<file path="config.mk">
export PLATFORM = sky130hd
export DESIGN_NAME = isa_io_target
export DESIGN_NICKNAME = d
export VERILOG_FILES = /design/src/rtl/isa_io_pkg.sv /design/src/rtl/isa_strobe_sync.sv /design/src/rtl/isa_addr_decode.sv /design/src/rtl/isa_wait_gen.sv /design/src/rtl/isa_reg_bank.sv /design/src/rtl/isa_io_target.sv
export SDC_FILE = /design/constraint.sdc
export NUM_CORES = 1
export LEC_CHECK = 0
export BUFFER_PORTS_ARGS = -buffer_cell sky130_fd_sc_hd__buf_2
export CAP_MARGIN = 10
export CORE_UTILIZATION = 56
export DETAILED_ROUTE_END_ITERATION = 8
export PLACE_DENSITY_LB_ADDON = 0.25
export SYNTH_ARGS = -nofsm -noshare
export SYNTH_HDL_FRONTEND = slang
export SYNTH_HIERARCHICAL = 1
export SYNTH_SLANG_ARGS = --single-unit
</file>
<file path="constraint.sdc">
create_clock -name clk_i -period 3.2 [get_ports clk_i]
set_input_delay 0.48 -clock clk_i [delete_from_list [all_inputs] [get_ports clk_i]]
set_output_delay 0.48 -clock clk_i [all_outputs]
set_load 0.01 [all_outputs]
</file>
<file path="src/rtl/isa_io_pkg.sv">
package isa_io_pkg;
  localparam int DW = 16;

  typedef struct packed {
    logic hi;
    logic lo;
  } lane_t;

  function automatic lane_t lanes_of(input logic a0, input logic sbhe_n);
    lane_t l;
    l.lo = ~a0;
    l.hi = ~sbhe_n;
    return l;
  endfunction

  function automatic logic [DW-1:0] merge(input logic [DW-1:0] old,
                                          input logic [DW-1:0] d,
                                          input lane_t l);
    logic [DW-1:0] r;
    r = old;
    if (l.lo) r[DW/2-1:0]  = d[DW/2-1:0];
    if (l.hi) r[DW-1:DW/2] = d[DW-1:DW/2];
    return r;
  endfunction
endpackage

</file>
<file path="src/rtl/isa_strobe_sync.sv">
module isa_strobe_sync #(
  parameter int N = 2
) (
  input  logic         clk_i,
  input  logic         rst_ni,
  input  logic [N-1:0] strb_ni,
  output logic [N-1:0] act_o,
  output logic [N-1:0] rel_o
);
  logic [N-1:0] s1_q, s2_q, s3_q;

  always_ff @(posedge clk_i or negedge rst_ni) begin
    if (!rst_ni) begin
      s1_q <= '1;
      s2_q <= '1;
      s3_q <= '1;
    end else begin
      s1_q <= strb_ni;
      s2_q <= s1_q;
      s3_q <= s2_q;
    end
  end

  assign act_o = ~s2_q;
  assign rel_o = s2_q & ~s3_q;
endmodule

</file>
<file path="src/rtl/isa_addr_decode.sv">
module isa_addr_decode #(
  parameter int          ADDR_W = 10,
  parameter int          IDX_W  = 2,
  parameter logic [ADDR_W-1:0] BASE = '0
) (
  input  logic                  aen_i,
  input  logic [ADDR_W-1:0]     addr_i,
  input  logic                  sbhe_ni,
  output logic                  match_o,
  output logic [IDX_W-1:0]      idx_o,
  output isa_io_pkg::lane_t     lanes_o
);
  localparam int LO = IDX_W + 1;

  assign match_o = ~aen_i & (addr_i[ADDR_W-1:LO] == BASE[ADDR_W-1:LO]);
  assign idx_o   = addr_i[IDX_W:1];
  assign lanes_o = isa_io_pkg::lanes_of(addr_i[0], sbhe_ni);
endmodule

</file>
<file path="src/rtl/isa_wait_gen.sv">
module isa_wait_gen #(
  parameter int WAIT_CLKS = 3
) (
  input  logic clk_i,
  input  logic rst_ni,
  input  logic req_i,
  output logic rdy_o
);
  generate
    if (WAIT_CLKS == 0) begin : g_none
      assign rdy_o = 1'b1;
    end else begin : g_cnt
      localparam int CW = $clog2(WAIT_CLKS + 1);
      localparam logic [CW-1:0] LIM = CW'(WAIT_CLKS);
      logic [CW-1:0] cnt_q;

      always_ff @(posedge clk_i or negedge rst_ni) begin
        if (!rst_ni)            cnt_q <= '0;
        else if (!req_i)        cnt_q <= '0;
        else if (cnt_q != LIM)  cnt_q <= cnt_q + 1'b1;
      end

      // low from the first sight of the request, for whole clocks only
      assign rdy_o = ~(req_i & (cnt_q != LIM));
    end
  endgenerate
endmodule

</file>
<file path="src/rtl/isa_reg_bank.sv">
module isa_reg_bank #(
  parameter int NREGS = 4,
  parameter int IDX_W = 2
) (
  input  logic                              clk_i,
  input  logic                              rst_ni,
  input  logic                              cap_i,
  input  logic [IDX_W-1:0]                  idx_i,
  input  isa_io_pkg::lane_t                 lanes_i,
  input  logic [isa_io_pkg::DW-1:0]         data_i,
  input  logic                              commit_i,
  output logic [NREGS*isa_io_pkg::DW-1:0]   regs_o
);
  localparam int DW = isa_io_pkg::DW;

  logic                 pend_q;
  logic [IDX_W-1:0]     idx_q;
  isa_io_pkg::lane_t    lanes_q;
  logic [DW-1:0]        data_q;
  logic                 do_wr;

  always_ff @(posedge clk_i or negedge rst_ni) begin
    if (!rst_ni) begin
      pend_q  <= 1'b0;
      idx_q   <= '0;
      lanes_q <= '0;
      data_q  <= '0;
    end else if (cap_i) begin
      pend_q  <= 1'b1;
      idx_q   <= idx_i;
      lanes_q <= lanes_i;
      data_q  <= data_i;
    end else if (do_wr) begin
      pend_q  <= 1'b0;
    end
  end

  assign do_wr = commit_i & pend_q & ~cap_i;

  generate
    for (genvar g = 0; g < NREGS; g++) begin : g_reg
      logic [DW-1:0] r_q;
      always_ff @(posedge clk_i or negedge rst_ni) begin
        if (!rst_ni)
          r_q <= '0;
        else if (do_wr && idx_q == IDX_W'(g))
          r_q <= isa_io_pkg::merge(r_q, data_q, lanes_q);
      end
      assign regs_o[g*DW +: DW] = r_q;
    end
  endgenerate
endmodule

</file>
<file path="src/rtl/isa_io_target.sv">
module isa_io_target #(
  parameter int                ADDR_W    = 10,
  parameter logic [ADDR_W-1:0] BASE      = 10'h300,
  parameter int                NREGS     = 4,
  parameter int                WAIT_CLKS = 3
) (
  input  logic                              clk_i,
  input  logic                              rst_ni,
  input  logic [ADDR_W-1:0]                 addr_i,
  input  logic [15:0]                       data_i,
  input  logic                              sbhe_ni,
  input  logic                              aen_i,
  input  logic                              iord_ni,
  input  logic                              iowr_ni,
  output logic [15:0]                       data_o,
  output logic                              data_oe_o,
  output logic                              iochrdy_o,
  output logic                              iocs16_no,
  output logic [NREGS*16-1:0]               regs_o
);
  localparam int DW    = isa_io_pkg::DW;
  localparam int IDX_W = (NREGS > 1) ? $clog2(NREGS) : 1;

  logic              match;
  logic [IDX_W-1:0]  idx;
  isa_io_pkg::lane_t lanes;
  logic [1:0]        act, rel;
  logic              strb_any;

  isa_addr_decode #(.ADDR_W(ADDR_W), .IDX_W(IDX_W), .BASE(BASE)) u_dec (
    .aen_i(aen_i), .addr_i(addr_i), .sbhe_ni(sbhe_ni),
    .match_o(match), .idx_o(idx), .lanes_o(lanes)
  );

  // bit 0: read, bit 1: write
  isa_strobe_sync #(.N(2)) u_sync (
    .clk_i(clk_i), .rst_ni(rst_ni),
    .strb_ni({iowr_ni, iord_ni}), .act_o(act), .rel_o(rel)
  );

  assign strb_any = ~iord_ni | ~iowr_ni;

  isa_wait_gen #(.WAIT_CLKS(WAIT_CLKS)) u_wait (
    .clk_i(clk_i), .rst_ni(rst_ni),
    .req_i(match & strb_any), .rdy_o(iochrdy_o)
  );

  isa_reg_bank #(.NREGS(NREGS), .IDX_W(IDX_W)) u_bank (
    .clk_i(clk_i), .rst_ni(rst_ni),
    .cap_i(match & ~iowr_ni), .idx_i(idx), .lanes_i(lanes),
    .data_i(data_i), .commit_i(rel[1]), .regs_o(regs_o)
  );

  assign iocs16_no = ~match;
  assign data_oe_o = act[0] & ~iord_ni & match;
  assign data_o    = data_oe_o ? regs_o[idx*DW +: DW] : '0;
endmodule

</file>
==> flow_metrics.tcl, run 1 <==
set metrics [dict create \
    diodes 0 \
    relSlewSlack_pct 33.62 \
    switchingPower_uw 463.4 \
    maxCapViolations 0 \
    dieArea_sq_um 7632 \
    via_per_inst 5.386 \
    cellPowerDensity_nw_per_um2 405.2 \
    grt_overflow_total 0 \
    timing.rr.end "u_bank/g_reg[1].r_q[14]$_DFFE_PN0P_" \
    numCtsBuffers 9 \
    gp_congestion 0.7590 \
    synth_cells 271 \
    period_needed_ns 2.591 \
    tightest_slew_ns 0.9957 \
    die_w_um 87.36 \
    dpl.cell_count 473 \
    endpoint_kind "output port" \
    multiInputGateArea_sq_um 1655 \
    slew_viol_final 0 \
    finalSetupViolCount 0 \
    cts_tree "built" \
    crit_required_ns 2.72 \
    portBuffers 114 \
    clockBufferDepth 2 \
    path_max_fanout 16 \
    htreeDepth 3 \
    ys_warn_count 6 \
    synthesis.area_sq_um 4080 \
    io_pins 115 \
    fin_cells 490 \
    core_sq_um 6907 \
    hold_viol_final 0 \
    num_rows 30 \
    crit_arrival_ns 2.11 \
    grt_pass1_vias 2699 \
    finalClockSkew_ns 0.007790 \
    clock_latency_ns 0.36 \
    switching_share_pct 23.32 \
    crit_type "primary input to output port" \
    antenna_found_initial 0 \
    cts-resized-gates 0 \
    cpMostUsedCell "buf_2" \
    hold_buffers 0 \
    p_comb_share_pct 4.3 \
    leakage_nw 2.687 \
    wl_per_cell_um 17.96 \
    dr.pass1.iters 4 \
    reg2reg_slack_ns 1.43 \
    max_freq_mhz 385.9 \
    cts_sinks 92 \
    cpMaxStageDelayCell "nand4b_2" \
    clk_pin_slew_ns 0.08 \
    wl_um 8799 \
    nNetsFinal 422 \
    cts_root_buffer "clkbuf_8" \
    setup-tns-final_ns 0 \
    hold_path.class "primary input to async pin" \
    grt_pass1_wl_um 13980 \
    die_h_um 87.36 \
    drcViolationCount 0 \
    dp_hpwl_um 5968 \
    peakVddDrop_mv 0.2377 \
    vias 2639 \
    ff2ff_path_depth 4 \
    rsz0062_at_grt "false" \
    start_util_pct 59.08 \
    post_cts_buffers 0 \
    fillCellCount 544 \
    register_area_sq_um 2308 \
    outcome "complete, no violations" \
    pwr-share-seq_pct 60.2 \
    ant_nets 0 \
    syn-num-nets 304 \
    syn_area_per_cell_sq_um 15.06 \
    track_usage_pct 24.93 \
    clock_power_share_pct 35.4 \
    area_growth_syn_to_layout_pct 20.18 \
    slowest_delay_ns 0.50 \
    power.internal_mw 1.523 \
    final_layout_size_suffix_gt1_share_pct 59.64 \
    first_iter_violations 109 \
    r2r_start "u_sync/s2_q[1]$_DFF_PN1_" \
    cp_cell_sequence "buf_2 -> nor4b_2 -> and4b_1 -> nand4b_2 -> o22ai_1 -> buf_2" \
    critPathLaunchType "primary input" \
    grt_max_degree 93 \
    fin_crit_sh_pct 80.98 \
]
-- layout make-up --
class	instances	share of cell area, %
clock buffers	11	2.883
flip-flops and latches	92	47.08
clock inverters	5	0.7400
inverters	5	0.3828
repair buffers	118	12.71
well taps	96	2.450
multi-input cells	163	33.76
-- layer usage --
layer | part of all wire [%] | track usage [%] | wire (um)
met3 | 4.4 | 5.118 | 389
met5 | 0 | 0 | 0
met4 | 1.5 | 9.091 | 131
met2 | 50 | 41.05 | 4383
met1 | 44 | 32.88 | 3895
-- power by group through the flow --
stage                     clock network [mW]  registers (mW)  logic, mW
final                                  0.704            1.20     0.0864
after global routing                   0.773            1.20     0.0969
after CTS                              0.721            1.20     0.0843
after detailed placement                   0            1.22     0.0844
after global placement                     0            1.22     0.0816
after floorplan                            0            1.21     0.0402
-- worst max-delay path: cells and delay by family --
family / cells / cell delay [ns]
AO/OA/AOI/OAI: 1 / 0.32
buffers and inverters: 2 / 0.29
AND/OR/NAND/NOR: 3 / 1.03
-- worst max-delay path by stage --
stage                     startpoint                            endpoint  slack (ns)  depth (start not counted)
after floorplan                aen_i  u_bank/g_reg[1].r_q[4]$_DFFE_PN0P_        1.10                          7
after global placement         aen_i                          data_o[15]        0.63                          6
after detailed placement       aen_i                           data_o[6]        0.58                          6
after CTS                      aen_i                           data_o[6]        0.58                          6
after global routing           aen_i                          data_o[15]        0.45                          6
final                          aen_i                          data_o[10]        0.61                          6
-- sequential cells by signal, indices dropped and copies added, names as in the netlist --
name,count
u_bank/g.r_q,64
u_bank/lanes_q,2
u_bank/idx_q,2
u_wait/g_cnt.cnt_q,2
u_sync/s2_q,2
u_sync/s3_q,1
u_bank/data_q,16
u_bank/pend_q,1
u_sync/s1_q,2
-- cell usage in the layout (no fill, tap or decap), types with 2 or more instances in the layout --
cell,instances
mux2i_1,33
clkbuf_8,10
nand3_2,4
mux2_1,2
o22ai_1,15
dfstp_2,5
nor2_2,2
mux2_2,82
dfrtp_1,87
inv_1,5
clkinvlp_4,3
nand3b_1,2
nor2_4,4
buf_2,113
buf_4,4
-- through the flow --
stage                     hold slack, ns  power, mW  util, %  area [sq um]  setup slack (ns)
after floorplan                   0.1844      1.254        -          4080             1.102
after global placement            0.3457      1.299    68.03          4698            0.6255
after detailed placement          0.3473      1.304    68.03          4698            0.5825
after CTS                         0.2348      2.001    70.60          4876            0.5829
after global routing              0.1387      2.070    71.00          4903            0.4482
final                             0.1020      1.987    71.00          4903            0.6088
(Power assumes the default switching activity.)
==> run 2, diff against run 1 <==
--- a/config.mk
+++ b/config.mk
@@ -5,9 +5,10 @@
 export SDC_FILE = /design/constraint.sdc
 export NUM_CORES = 1
 export LEC_CHECK = 0
+export ABC_AREA = 1
 export BUFFER_PORTS_ARGS = -buffer_cell sky130_fd_sc_hd__buf_2
 export CAP_MARGIN = 10
-export CORE_UTILIZATION = 56
+export CORE_UTILIZATION = 54
 export DETAILED_ROUTE_END_ITERATION = 8
 export PLACE_DENSITY_LB_ADDON = 0.25
 export SYNTH_ARGS = -nofsm -noshare
==> constraint.sdc (replaced) <==
create_clock -name clk_i -period 2.53 [get_ports clk_i]
set_input_delay 0.3795 -clock clk_i [delete_from_list [all_inputs] [get_ports clk_i]]
set_output_delay 0.3795 -clock clk_i [all_outputs]
set_load 0.01 [all_outputs]
==> run 2 against run 1 <==
Register-to-register slack worse by 0.90 ns; wire length up 32%; critical path type is now register to register; critical endpoint is now u_bank/g_reg[0].r_q[3]$_DFFE_PN0P_; largest cell class unchanged; area after synthesis up 14%; power up 43%; worst hold slack worse by 0.054 ns; global-route usage up 2.5 points.
==> flow_metrics.tcl, run 2 <==
set metrics [dict create \
    outcome "complete, no violations" \
    synth_cells 606 \
    critPathLaunchType "register" \
    post-route-util_pct 65.37 \
    grt_max_degree 49 \
    io_pins 115 \
    numCtsBuffers 9 \
    crit_required_ns 2.77 \
    syn-num-nets 639 \
    max_freq_mhz 499.9 \
    diodes 0 \
    hold_buffers 0 \
    dpl.cell_count 797 \
    post_cts_buffers 0 \
    dieArea_sq_um 9020 \
    syn_area_per_cell_sq_um 7.703 \
    vias 4278 \
    largest_register "u_bank/g.r_q" \
    finalClockSkew_ns 0.01061 \
    htreeDepth 3 \
    dp_hpwl_um 8285 \
    first_iter_violations 384 \
    dpl_cell_area_sq_um 5194 \
    wl_um 11620 \
    tightest_slew_ns 0.7709 \
    cellPowerDensity_nw_per_um2 523.6 \
    endpoint_kind "register" \
    ff2ff_path_depth 7 \
    timing.rr.end "u_bank/g_reg[0].r_q[3]$_DFFE_PN0P_" \
    finalSetupViolCount 0 \
    leakage_nw 3.127 \
    cp-startpoint "u_sync/s2_q[1]$_DFF_PN1_" \
    gp_congestion 0.8683 \
    register_area_sq_um 2308 \
    grt_pass1_vias 3799 \
    antenna_found_initial 0 \
    hold_ws_ns 0.04764 \
    dr.pass1.iters 5 \
    clk_pin_slew_ns 0.09 \
    die_h_um 94.98 \
    track_usage_pct 27.44 \
    relSlewSlack_pct 48.60 \
    layout_common_cells "nand2_1, buf_2, dfrtp_1" \
    layout_commonest_cell "nand2_1" \
    total_power_mw 2.840 \
    core_sq_um 8299 \
    synthesis.area_sq_um 4668 \
    slew_viol_final 0 \
    cts_tree "built" \
    num_rows 33 \
    via_per_inst 5.262 \
    reg2reg_slack_ns 0.53 \
    rsz0062_at_grt "false" \
    design_area_sq_um 5425 \
    cts-resized-gates 0 \
    cts_sinks 92 \
    peakVddDrop_mv 0.4042 \
    largest_reg_flops 64 \
    fin_crit_sh_pct 79.08 \
    path_max_fanout 46 \
    portBuffers 114 \
    crit_type "register to register" \
    period_needed_ns 2.001 \
    pre_cts_slack_ns 0.3809 \
    ant_nets 0 \
    start_util_pct 56.25 \
    grt_overflow_total 0 \
    clock_latency_ns 0.35 \
    setup-tns-final_ns 0 \
    clockBufferDepth 2 \
    fin_cells 813 \
    nNetsFinal 736 \
    maxCapViolations 0 \
    die_w_um 94.98 \
    area_growth_syn_to_layout_pct 16.22 \
    reg_top3 "u_bank/g.r_q x64, u_bank/data_q x16" \
    hold_path.class "primary input to async pin" \
    ys_warn_count 6 \
    fillCellCount 747 \
    drcViolationCount 0 \
    fin_ws_ns 0.5294 \
    cts_root_buffer "clkbuf_8" \
    r2r_start "u_sync/s2_q[1]$_DFF_PN1_" \
    wl_per_cell_um 14.30 \
    hold_viol_final 0 \
    multiInputGateArea_sq_um 1803 \
    grt_pass1_wl_um 18800 \
    crit_arrival_ns 2.24 \
    final_layout_size_suffix_gt1_share_pct 22.88 \
]
[run 2: changes by cell type in the layout (fill, tap and decap cells not counted), moves of 15 or more]
| cell | change |
|---|---|
| nand2_1 | +255 |
| mux2i_1 | -33 |
| nand4_1 | +64 |
| nand3_1 | +39 |
| mux2_2 | -82 |
| o22ai_1 | -15 |
| inv_1 | +67 |
| a21oi_1 | +16 |
[run 2: worst max-delay path by stage]
stage                                               endpoint  slack, ns  depth (start not counted)
after global placement          u_bank/data_q[3]$_DFFE_PN0P_       0.45                         10
after CTS                 u_bank/g_reg[0].r_q[3]$_DFFE_PN0P_       0.53                          7
final                     u_bank/g_reg[0].r_q[3]$_DFFE_PN0P_       0.53                          7
after global routing      u_bank/g_reg[3].r_q[7]$_DFFE_PN0P_       0.33                          7
after floorplan                                   data_o[10]       0.88                          9
after detailed placement       u_bank/lanes_q[0]$_DFFE_PN0P_       0.38                         10
[run 2: cell type report]
cell class	instances	area share, %
tap	105	2.422
timing repair buffer	122	11.90
sequential	92	42.55
inverter	81	5.627
clock buffer	10	2.537
multi-input combinational	397	33.23
clock inverter	6	1.730
[run 2: where the power goes]
part	internal, mW	switching, mW	total (mW)
Sequential	1.49	0.0388	1.53
Clock	0.592	0.526	1.12
Combinational	0.0531	0.137	0.190
Total	2.14	0.702	2.84
[run 2: per-layer routing]
| layer | GRT usage [%] | up-vias | share of wire [%] |
|---|---|---|---|
| li1 | - | 2110 | - |
| met1 | 41.58 | 1984 | 47 |
| met2 | 40.59 | 171 | 44 |
| met3 | 3.462 | 13 | 7.5 |
| met4 | 9.217 | 0 | 1.7 |
| met5 | 0 | - | 0 |
[run 2: worst max-delay path: stages, from the launching register on]
cell and delay [ns]:
dfstp_2 0.54, inv_2 0.03, nor2_2 0.08, nand2_1 0.13
nor2_8 0.48, nand3_1 0.40, nand2_1 0.16, nand2_1 0.06
